[src/rtl/sag_pkg.sv]
package sag_pkg;

   typedef enum logic [1:0] {
      SEG_ES = 2'd0,
      SEG_CS = 2'd1,
      SEG_SS = 2'd2,
      SEG_DS = 2'd3
   } seg_idx_t;

   localparam int MODE_W = 5;

   typedef enum logic [MODE_W-1:0] {
      AM_DIRECT  = 5'd0,
      AM_IND_BX  = 5'd1,
      AM_IND_BP  = 5'd2,
      AM_IND_SI  = 5'd3,
      AM_IND_DI  = 5'd4,
      AM_BAS_BX  = 5'd5,
      AM_BAS_BP  = 5'd6,
      AM_IDX_SI  = 5'd7,
      AM_IDX_DI  = 5'd8,
      AM_BX_SI   = 5'd9,
      AM_BX_DI   = 5'd10,
      AM_BP_SI   = 5'd11,
      AM_BP_DI   = 5'd12,
      AM_FETCH   = 5'd13,
      AM_REL     = 5'd14,
      AM_STR_SRC = 5'd15,
      AM_STR_DST = 5'd16,
      AM_PUSH    = 5'd17,
      AM_POP     = 5'd18
   } amode_t;

   localparam int NUM_SEG = 4;

endpackage

[src/rtl/sag_disp_ext.sv]
module sag_disp_ext #(
   parameter int OFS_W   = 16,
   parameter int SHORT_W = 8
) (
   input  logic [OFS_W-1:0] disp_raw,
   input  logic             short_sel,
   output logic [OFS_W-1:0] disp_sel,
   output logic [OFS_W-1:0] disp_short_ext
);
   localparam int PAD_W = OFS_W - SHORT_W;

   generate
      if (PAD_W > 0) begin : g_pad
         assign disp_short_ext = {{PAD_W{disp_raw[SHORT_W-1]}}, disp_raw[SHORT_W-1:0]};
      end else begin : g_nopad
         assign disp_short_ext = disp_raw;
      end
   endgenerate

   assign disp_sel = short_sel ? disp_short_ext : disp_raw;
endmodule

[src/rtl/sag_offset_unit.sv]
module sag_offset_unit
   import sag_pkg::*;
#(
   parameter int OFS_W     = 16,
   parameter int STACK_STEP = 2
) (
   input  logic [MODE_W-1:0] mode_code,
   input  logic [OFS_W-1:0]  bx,
   input  logic [OFS_W-1:0]  bp,
   input  logic [OFS_W-1:0]  si,
   input  logic [OFS_W-1:0]  di,
   input  logic [OFS_W-1:0]  sp,
   input  logic [OFS_W-1:0]  ip,
   input  logic [OFS_W-1:0]  dsp,
   input  logic [OFS_W-1:0]  dsp_rel,
   output logic [OFS_W-1:0]  ea,
   output seg_idx_t          seg
);
   localparam logic [OFS_W-1:0] STEP = OFS_W'(STACK_STEP);

   logic [OFS_W-1:0] base_v;
   logic [OFS_W-1:0] index_v;
   logic [OFS_W-1:0] add_v;

   // operand selection: ea = base + index + add, all modulo 2^OFS_W
   always_comb begin
      base_v  = '0;
      index_v = '0;
      add_v   = '0;
      seg     = SEG_DS;
      unique case (mode_code)
         AM_DIRECT:  add_v = dsp;
         AM_IND_BX:  base_v = bx;
         AM_IND_BP:  begin base_v = bp; seg = SEG_SS; end
         AM_IND_SI:  index_v = si;
         AM_IND_DI:  index_v = di;
         AM_BAS_BX:  begin base_v = bx; add_v = dsp; end
         AM_BAS_BP:  begin base_v = bp; add_v = dsp; seg = SEG_SS; end
         AM_IDX_SI:  begin index_v = si; add_v = dsp; end
         AM_IDX_DI:  begin index_v = di; add_v = dsp; end
         AM_BX_SI:   begin base_v = bx; index_v = si; add_v = dsp; end
         AM_BX_DI:   begin base_v = bx; index_v = di; add_v = dsp; end
         AM_BP_SI:   begin base_v = bp; index_v = si; add_v = dsp; seg = SEG_SS; end
         AM_BP_DI:   begin base_v = bp; index_v = di; add_v = dsp; seg = SEG_SS; end
         AM_FETCH:   begin base_v = ip; seg = SEG_CS; end
         AM_REL:     begin base_v = ip; add_v = dsp_rel; seg = SEG_CS; end
         AM_STR_SRC: index_v = si;
         AM_STR_DST: begin index_v = di; seg = SEG_ES; end
         AM_PUSH:    begin base_v = sp; add_v = ~STEP + 1'b1; seg = SEG_SS; end
         AM_POP:     begin base_v = sp; seg = SEG_SS; end
         default:    ;
      endcase
   end

   assign ea = base_v + index_v + add_v;
endmodule

[src/rtl/sag_seg_mux.sv]
module sag_seg_mux
   import sag_pkg::*;
#(
   parameter int OFS_W = 16
) (
   input  logic [NUM_SEG*OFS_W-1:0] seg_bus,
   input  seg_idx_t                 sel,
   output logic [OFS_W-1:0]         seg_val
);
   logic [OFS_W-1:0] bank [NUM_SEG];

   generate
      for (genvar g = 0; g < NUM_SEG; g++) begin : g_bank
         assign bank[g] = seg_bus[g*OFS_W +: OFS_W];
      end
   endgenerate

   assign seg_val = bank[sel];
endmodule

[src/rtl/sag_phys_add.sv]
module sag_phys_add #(
   parameter int OFS_W     = 16,
   parameter int SEG_SHIFT = 4,
   parameter int PHYS_W    = 20
) (
   input  logic [OFS_W-1:0]  seg_val,
   input  logic [OFS_W-1:0]  ofs,
   output logic [PHYS_W-1:0] pa
);
   localparam int SUM_W = OFS_W + SEG_SHIFT + 1;

   logic [SUM_W-1:0] sum;
   assign sum = {1'b0, seg_val, {SEG_SHIFT{1'b0}}} + SUM_W'(ofs);

   generate
      if (PHYS_W >= SUM_W) begin : g_keep_carry
         assign pa = PHYS_W'(sum);
      end else begin : g_wrap
         assign pa = sum[PHYS_W-1:0];
      end
   endgenerate
endmodule

[src/rtl/seg_addr_gen.sv]
module seg_addr_gen
   import sag_pkg::*;
#(
   parameter int OFS_W      = 16,
   parameter int SEG_SHIFT  = 4,
   parameter int PHYS_W     = 20,
   parameter int SHORT_W    = 8,
   parameter int STACK_STEP = 2
) (
   input  logic [OFS_W-1:0]  seg_es,
   input  logic [OFS_W-1:0]  seg_cs,
   input  logic [OFS_W-1:0]  seg_ss,
   input  logic [OFS_W-1:0]  seg_ds,
   input  logic [OFS_W-1:0]  reg_bx,
   input  logic [OFS_W-1:0]  reg_bp,
   input  logic [OFS_W-1:0]  reg_si,
   input  logic [OFS_W-1:0]  reg_di,
   input  logic [OFS_W-1:0]  reg_sp,
   input  logic [OFS_W-1:0]  reg_ip,
   input  logic [MODE_W-1:0] mode,
   input  logic [OFS_W-1:0]  disp,
   input  logic              disp_short,
   output logic [OFS_W-1:0]  ea_out,
   output logic [1:0]        seg_sel,
   output logic [PHYS_W-1:0] phys_addr
);
   generate
      if (SHORT_W < 1 || SHORT_W > OFS_W) begin : g_bad_short
         $error("SHORT_W must lie in 1..OFS_W");
      end
      if (PHYS_W < OFS_W) begin : g_bad_phys
         $error("PHYS_W must be at least OFS_W");
      end
      if (STACK_STEP < 1 || STACK_STEP >= (1 << (OFS_W - 1))) begin : g_bad_step
         $error("STACK_STEP out of range");
      end
   endgenerate

   logic [OFS_W-1:0] dsp_sel;
   logic [OFS_W-1:0] dsp_sx;
   logic [OFS_W-1:0] ea_w;
   logic [OFS_W-1:0] segv;
   seg_idx_t         seg_w;

   sag_disp_ext #(.OFS_W(OFS_W), .SHORT_W(SHORT_W)) u_disp (
      .disp_raw      (disp),
      .short_sel     (disp_short),
      .disp_sel      (dsp_sel),
      .disp_short_ext(dsp_sx)
   );

   sag_offset_unit #(.OFS_W(OFS_W), .STACK_STEP(STACK_STEP)) u_ofs (
      .mode_code(mode),
      .bx       (reg_bx),
      .bp       (reg_bp),
      .si       (reg_si),
      .di       (reg_di),
      .sp       (reg_sp),
      .ip       (reg_ip),
      .dsp      (dsp_sel),
      .dsp_rel  (dsp_sx),
      .ea       (ea_w),
      .seg      (seg_w)
   );

   sag_seg_mux #(.OFS_W(OFS_W)) u_mux (
      .seg_bus({seg_ds, seg_ss, seg_cs, seg_es}),
      .sel    (seg_w),
      .seg_val(segv)
   );

   sag_phys_add #(.OFS_W(OFS_W), .SEG_SHIFT(SEG_SHIFT), .PHYS_W(PHYS_W)) u_pa (
      .seg_val(segv),
      .ofs    (ea_w),
      .pa     (phys_addr)
   );

   assign ea_out  = ea_w;
   assign seg_sel = seg_w;
endmodule

[config.mk]
export PLATFORM = sky130hd
export DESIGN_NAME = seg_addr_gen
export DESIGN_NICKNAME = d
export VERILOG_FILES = /design/src/rtl/sag_pkg.sv /design/src/rtl/sag_disp_ext.sv /design/src/rtl/sag_offset_unit.sv /design/src/rtl/sag_seg_mux.sv /design/src/rtl/sag_phys_add.sv /design/src/rtl/seg_addr_gen.sv
export SDC_FILE = /design/constraint.sdc
export NUM_CORES = 1
export LEC_CHECK = 0
export BUFFER_PORTS_ARGS = -buffer_cell sky130_fd_sc_hd__buf_2
export CORE_ASPECT_RATIO = 0.8
export CORE_UTILIZATION = 48
export DETAILED_ROUTE_END_ITERATION = 7
export PLACE_DENSITY = 0.92
export SYNTH_ARGS = -nofsm -noshare
export SYNTH_HDL_FRONTEND = slang
export SYNTH_SLANG_ARGS = --single-unit
[constraint.sdc]
create_clock -name vclk -period 15.9
set_clock_uncertainty 0.1 [all_clocks]
set_input_delay 1.59 -clock vclk [all_inputs]
set_output_delay 1.59 -clock vclk [all_outputs]
set_load 0.005 [all_outputs]
==> results of run 1 <==
==> cell type report <==
cell class / count / area [µm²] / area share
tap: 84 / 105 / 0.0246
multi-input combinational: 365 / 2870 / 0.672
inverter: 47 / 176 / 0.0412
timing repair buffer: 223 / 1120 / 0.263
==> power by group <==
group / switching (W) / internal [W] / leakage, nW / total (W)
Sequential: 0 / 0 / 0 / 0
Combinational: 0.000163 / 0.000137 / 2.27 / 0.000299
Clock: 0 / 0 / 0 / 0
==> worst max-delay path by stage <==
stage | startpoint | endpoint | slack [ns]
2_1_floorplan | mode[2] | phys_addr[17] | 7.47
3_3_place_gp | mode[3] | phys_addr[19] | 6.83
3_5_place_dp | mode[3] | phys_addr[19] | 6.59
4_1_cts | mode[3] | phys_addr[19] | 6.56
5_1_grt | mode[3] | phys_addr[19] | 6.00
6_report | mode[3] | phys_addr[19] | 6.43
==> cell usage after synthesis (all sizes together) (7+ instances only) <==
master / n / area (µm²)
xnor2: 21 / 191
fa: 17 / 340
inv: 47 / 176
clkbuf: 12 / 45.0
o21a: 7 / 53.8
a211oi: 7 / 57.6
a222oi: 16 / 160
a22oi: 27 / 203
buf: 11 / 76.3
nand3: 7 / 35.0
mux2i: 16 / 160
nand2b: 7 / 43.8
ha: 25 / 313
nand2: 23 / 86.3
a21oi: 39 / 203
a21boi: 14 / 105
nor2: 38 / 158
o21ai: 31 / 159
==> per-stage QoR <==
step | std cells | hold slack [ns] | power, W | utilization
floorplan | 435 | 3.32 | 0.000190 | -
global placement | 719 | 3.52 | 0.000287 | 0.671
detailed placement | 719 | 3.54 | 0.000293 | 0.671
CTS | 719 | 3.54 | 0.000295 | 0.671
global route | 719 | 3.58 | 0.000330 | 0.671
finish | 719 | 3.55 | 0.000299 | 0.671
==> layer usage <==
layer  up-vias  track usage  part of all wire
li1       2008            -                 -
met5         -            0                 0
met4         0       0.0598             0.016
met1      2010        0.409              0.43
met2       207        0.529              0.47
met3        25       0.0505             0.089
==> kinds of logic (layout without fill, tap and decap cells) <==
family                   count (synthesis)  in the layout
AO/OA/AOI/OAI                          175            175
AND/OR/NAND/NOR                        104            104
buffers and inverters                   70            270
adder cells (fa/ha/maj)                 42             42
XOR/XNOR                                26             26
multiplexers                            18             18
==> critical path, cell delays in order <==
cell,delay [ns]
buf_2,0.16
nor2b_1,0.33
nand2_1,0.12
nor2_1,0.12
a31oi_1,0.06
nor2_1,0.85
a222oi_1,0.27
a21boi_0,0.22
fa_1,0.55
inv_1,0.04
ha_1,0.33
a21o_1,0.21
or3_1,0.33
o2111ai_1,0.21
and2_1,0.28
nor2_1,0.07
o21a_1,0.17
o21ai_0,0.16
nand2b_1,0.07
a21oi_1,0.17
xnor2_1,0.17
ha_1,0.35
and2_1,0.22
o21a_1,0.18
a41oi_2,0.25
xnor2_1,0.15
buf_2,0.13
==> metrics.txt, run 1 <==
initial DRC count=306; number of primary I/O pins=220; GRT Total Usage=0.306; simple-gate share of the synthesized area=0.167; largest net degree at the start of global routing=31; core area=0.00638 mm²; mux contribution to synthesized area=0.0589; final setup fails=0; Setup CP Type=input pin to output pin; commonest non-fill, non-tap cells in the layout=buf_2, inv_1, a21oi_1, nor2_1; fin. max-slew vios=0; Post-Synth XOR/XNOR Area=0.0743; synthesized instance count=435; final global-route overflow total=0; WHS Path Cells=5; Tightest Pin Transition=1.29 ns; HP Start=seg_es[0]; Hold Path End=phys_addr[4]; layout cells sized above 1=0.387; P&R area growth vs syn=35.2%; first-pass GRT wire length=17,400 µm; Synth cell types=66; RSZ-0062 raised after global routing=no; power per standard cell area=70.0 mW/mm²; sequential cell area=0 µm²; TritonRoute pass-1 iters=8; average wire per standard cell=15.7 µm; LEAKAGE=2.27 nW; YS warnings=0; Post-CTS Resized=0; # rows=26; Tcrit/Tclk final=0.596; status=completed; drt drc=0; Post-Route WL=11,300 µm; FF+latch count=0; Startpoint Class=input pin; hold_buf cts=0; final setup margin=6.43 ns; routability cong.=0.962; Peak VDD IR=34.4 µV; final HPWL from detailed placement=9560 µm; routed vias/inst=5.91; Nets=861; final hold violation count=0; Synth Area in Compound Gates=0.399; Worst slew margin=0.141; placed cell areas=0.00428 mm²; Seq/Total Area, Yosys=0; Finished Cell Area=0.00428 mm²; largest family of logic cells by synthesized area=compound AO/OA/AOI/OAI gates; vias in the first global route=3,853; # clk buffers=0; die area=0.00692 mm²; Arr. time, crit path=7.78 ns; syn_area_per_cell=7.27 µm²; TNS Setup=0 ns; Post-CTS Setup Bufs=0; Initial Util=0.496; Hold WC Path Type=input pin to output pin; syn_nets=659; via count=4,250; initial antenna violation count=0; synthesized area=0.00316 mm²; n_diodes=0; commonest non-fill, non-tap cell in the layout=buf_2; crit path time final=9.47 ns; Die Ht=74.6 µm; Die W=92.8 µm; fmax=106 MHz; area share of fa/ha/maj cells after synthesis=0.206; Crit Path Max Fanout=16; Critical Path RT=14.21 ns; Worst Setup End Kind=output pin; max cap viols=0; setup slack at placement=6.59 ns; ANT nets after route=0; fillcell total=581; IO buf count=220
No activity file was read; power rests on OpenSTA's default activity.
==> run 2: changes to the inputs <==
- CORE_UTILIZATION: 48 -> 40
- PLACE_DENSITY: 0.92 -> 0.82
- clock period: 15.9 -> 7.6 ns (I/O delays scaled with it)
==> metrics.txt, run 2 (synthesis gave the netlist of run 1 again) <==
Peak VDD IR=74.8 µV (+120%); WHS Path Cells=5 (unchanged); Crit path max-delay family=compound AO/OA/AOI/OAI gates; max cap viols=0 (unchanged); die area=0.00827 mm² (+19%); power per standard cell area=144 mW/mm² (+110%); most used routing layer=met2; fin. max-slew vios=0 (unchanged); HP Start=seg_es[0]; Startpoint Class=input pin; Crit-path slowest cell=or3b_1; Post-CTS Setup Bufs=0 (unchanged); largest net degree at the start of global routing=18 (-42%); Finished Cell Area=0.00437 mm² (+2.2%); status=finished with violations; Crit Path Max Fanout=16 (unchanged); Hold Path End=phys_addr[4]; IO buf count=220 (unchanged); final global-route overflow total=0 (unchanged); vias in the first global route=3,820 (-0.86%); RSZ-0062 raised after global routing=no; Tcrit/Tclk final=0.956; Buf/Inv on CP=5 (+2); TritonRoute pass-1 iters=8 (unchanged); M3 GR Usage=0.0323 (-0.0182); Initial Util=0.420 (-0.0762); sequential cell area=0 µm² (unchanged); # clk buffers=0 (unchanged); n_diodes=0 (unchanged); Arr. time, crit path=6.41 ns (-1.37 ns); TNS Setup=0 ns (unchanged); Setup CP Type=input pin to output pin; Critical Path Stages=27 (unchanged); Multi-input gate area=0.00288 mm² (+0.26%); fmax=138 MHz; Worst slew margin=0.513 (+0.372); hold_buf cts=0 (unchanged); Tightest Pin Transition=0.720 ns (-0.568 ns); routed vias/inst=5.57 (-5.7%); crit path time final=7.27 ns; commonest non-fill, non-tap cell in the layout=buf_2; via count=4,168 (-1.9%); Worst Setup End Kind=output pin; core area=0.00753 mm² (+18%); Die Ht=81.6 µm (+9.3%); final setup fails=0 (unchanged); fillcell total=715 (+23%); drt drc=2 (+2); initial antenna violation count=0 (unchanged); number of primary I/O pins=220 (unchanged); FF+latch count=0 (unchanged); P&R area growth vs syn=38.2%; routability cong.=0.948 (-1.5%); Hold WC Path Type=input pin to output pin; slowest stage delay, CP=0.52 ns (-0.33 ns); met1 track demand over resource=0.338 (-0.0710); initial DRC count=248 (-19%); layout cells sized above 1=0.400 (+0.0123); M2 GR Usage=0.472 (-0.0573); final HPWL from detailed placement=9980 µm (+4.4%); Post-Route WL=11,500 µm (+1.3%); # rows=28 (+7.7%); average wire per standard cell=15.3 µm (-2.6%); final hold violation count=0 (unchanged); first-pass GRT wire length=17,400 µm (+0.20%); commonest non-fill, non-tap cells in the layout=buf_2, inv_1, a21oi_1, nor2_1; GRT Total Usage=0.259 (-0.0467); Critical Path RT=6.74 ns (-7.47 ns); Die W=101 µm (+9.3%); Nets=869 (+0.93%); placed cell areas=0.00437 mm² (+2.0%); failing checks=DRC; LEAKAGE=2.31 nW (+1.9%); ANT nets after route=0 (unchanged)
==> run 2: cell count changes in the layout (fill, tap and decap cells not counted), sizes merged <==
cell	change
buf	+8
==> run 2: layer usage <==
layer	vias to the layer above	routed length, µm
met4	0	85
met2	190	5500
met3	12	873
li1	2029	-
met5	-	0
met1	1937	5000
==> run 2: final cells by class <==
| class | instances | area share |
|---|---|---|
| well taps | 105 | 0.0300 |
| multi-input cells | 365 | 0.659 |
| inverters | 47 | 0.0403 |
| repair buffers | 231 | 0.271 |
==> run 2: worst min-delay path: cells and delay by family <==
family / cells / cell delay [ns]
buffers and inverters: 2 / 0.18
AO/OA/AOI/OAI: 2 / 0.13
adder cells (fa/ha/maj): 1 / 0.13
==> run 2: worst max path at each step <==
stage               startpoint            end  slack (ns)
floorplan              mode[2]  phys_addr[17]        0.83
global placement       mode[4]  phys_addr[19]        0.58
detailed placement     mode[3]  phys_addr[19]        0.35
CTS                    mode[3]  phys_addr[19]        0.31
global route           mode[4]  phys_addr[19]        0.04
finish                 mode[4]  phys_addr[19]        0.33
==> run 2: per-stage QoR <==
step,util,hold WS [ns],total power (W),setup WS (ns),std cells
final,0.581,1.87,0.000629,0.333,748
after global routing,0.581,1.91,0.000696,0.0404,748
after CTS,0.580,1.87,0.000626,0.310,748
after detailed placement,0.580,1.86,0.000621,0.349,748
after global placement,0.580,1.88,0.000609,0.583,748
after floorplan,-,1.66,0.000397,0.831,435
==> run 2: repair_timing <==
action	4_1_cts	5_1_grt
endpoints found under the setup margin	0	2
resized for setup	0	3
endpoints found under the hold margin	0	0
==> run 2: power by group <==
group / internal, W / switching, W / leakage (nW) / total (W)
clock network: 0 / 0 / 0 / 0
registers: 0 / 0 / 0 / 0
logic: 0.000288 / 0.000341 / 2.31 / 0.000629
==> run 3: changes to the inputs <==
- ABC_AREA: unset -> 1
- CORE_UTILIZATION: 40 -> 41
==> metrics.txt, run 3 <==
status=completed; drt drc=0 (-2); number of primary I/O pins=220 (unchanged); Worst slew margin=0.463 (-0.0499); average wire per standard cell=12.9 µm (-16%); Initial Util=0.426 (+0.00623); Hold WC Path Type=input pin to output pin; TNS Setup=0 ns (unchanged); initial DRC count=302 (+22%); n_diodes=0 (unchanged); Die W=104 µm (+2.4%); first-pass GRT wire length=18,900 µm (+8.7%); most used cell, CP=nand2_1; Crit Path Max Fanout=16 (unchanged); Post-CTS Setup Bufs=0 (unchanged); Die Ht=83.5 µm (+2.4%); final global-route overflow total=0 (unchanged); HP Start=seg_ds[15]; Synth cell types=37 (-44%); TritonRoute pass-1 iters=5 (-3); fin. max-slew vios=0 (unchanged); max cap viols=0 (unchanged); fmax=150 MHz (+8.9%); via count=4,598 (+10%); Critical Path Start=mode[4]; Crit-path slowest cell=fa_1; synthesized instance count=585 (+34%); Tightest Pin Transition=0.804 ns (+0.0839 ns); initial antenna violation count=0 (unchanged); FF+latch count=0 (unchanged); core area=0.00798 mm² (+6.0%); Post-Route WL=11,500 µm (+0.63%); Area contributors post-synth=nand2_1, fa_1, inv_1; # rows=29 (+3.6%); # clk buffers=0 (unchanged); Startpoint Class=input pin; post-layout util=0.567 (-0.0140); slowest stage delay, CP=0.47 ns (-0.05 ns); largest net degree at the start of global routing=36 (+18); power per standard cell area=145 mW/mm² (+0.98%); commonest non-fill, non-tap cell in the layout=buf_2; GRT Total Usage=0.256 (-0.00299); die area=0.00867 mm² (+4.8%); P&R area growth vs syn=32.9%; synthesized area=0.00340 mm² (+7.6%); final HPWL from detailed placement=10,000 µm (+0.63%); ANT nets after route=0 (unchanged); Total Power=0.000657 W (+4.4%); final setup fails=0 (unchanged); layout cells sized above 1=0.311 (-0.0889); syn_area_per_cell=5.82 µm² (-20%); Synth area leader=nand2_1; IO buf count=220 (unchanged); Hold Slack=1.87 ns (+0.000440 ns); RSZ-0062 raised after global routing=no; syn_nets=809 (+23%); vias in the first global route=4,181 (+9.5%); Post-synth top cells=nand2_1, inv_1, a21oi_1, nand3_1, nor2_1; LEAKAGE=2.70 nW (+17%); Seq/Total Area, Yosys=0 (unchanged); routability cong.=0.954 (+0.72%); Setup CP Type=input pin to output pin; Critical Path RT=6.74 ns (about the same); commonest non-fill, non-tap cells in the layout=buf_2, nand2_1, inv_1, nand3_1, a21oi_1; YS warnings=0 (unchanged); Arr. time, crit path=5.82 ns (-0.59 ns); Post-CTS Resized=0 (unchanged); Worst Setup End Kind=output pin; crit path time final=6.68 ns (-0.591 ns); Peak VDD IR=94.0 µV (+26%); final hold violation count=0 (unchanged); post-synth top area share=0.184 (+0.0766); most frequent cell after synthesis=nand2_1; sequential cell area=0 µm² (unchanged); hold_buf cts=0 (unchanged); routed vias/inst=5.15 (-7.6%); Nets=1,011 (+16%); Tcrit/Tclk final=0.878 (-0.0778)
run 3: changes by cell type in the layout (fill, tap and decap cells not counted), sizes merged, moves of 13 or more:
cell | before | now
a22oi | 27 | 14
o21ai | 31 | 17
inv | 47 | 95
a222oi | 16 | 0
mux2i | 16 | 0
nand3 | 7 | 47
a21boi | 14 | 1
nand2 | 23 | 169
nand4 | 0 | 20
run 3: cell families (layout without fill, tap and decap cells):
logic type | after synthesis | count (layout) | share of synthesized area
AND/OR/NAND/NOR | 278 | 278 | 0.360
adder cells (fa/ha/maj) | 42 | 42 | 0.192
XOR/XNOR | 22 | 22 | 0.0566
buffers and inverters | 118 | 318 | 0.146
AO/OA/AOI/OAI | 125 | 125 | 0.246
run 3: final cells by class:
class | count | area [µm²]
multi-input cells | 467 | 2910
inverters | 95 | 357
fillers | 824 | 3460
well taps | 108 | 135
repair buffers | 223 | 1120
run 3: where the power goes:
group	total (W)	switching [W]	internal (W)	leakage (nW)
sequential	0	0	0	0
combinational	0.000657	0.000377	0.000280	2.70
clock	0	0	0	0
total	0.000657	0.000377	0.000280	2.70
run 3: worst paths after layout:
| kind | end | slack [ns] | cells past startpoint |
|---|---|---|---|
| worst min-delay path | phys_addr[19] | 1.87 | 6 |
| worst max-delay path | phys_addr[17] | 0.92 | 32 |
run 3: per-stage QoR:
stage          instance area, µm²  worst slack [ns]  std cells
2_1_floorplan                3400              1.95        585
3_3_place_gp                 4520              1.00        893
3_5_place_dp                 4520             0.932        893
4_1_cts                      4520             0.913        893
5_1_grt                      4520             0.404        893
6_report                     4520             0.924        893
run 3: layer usage:
| layer | GRT usage | wire length (µm) | share of wire | vias up |
|---|---|---|---|---|
| met4 | 0.0221 | 77 | 0.0067 | 0 |
| met3 | 0.0273 | 909 | 0.079 | 10 |
| li1 | - | - | - | 2379 |
| met2 | 0.426 | 5130 | 0.45 | 191 |
| met5 | 0 | 0 | 0 | - |
| met1 | 0.369 | 5410 | 0.47 | 2018 |
run 3: critical path: cells and delay by family:
family                     cells  cell delay, ns
AOI/OAI and AO/OA              5            1.16
adders and majority gates      4            1.32
and+or+nand+nor               14            1.54
buffers and inverters          8            0.65
xor gates and xnor gates       1            0.37
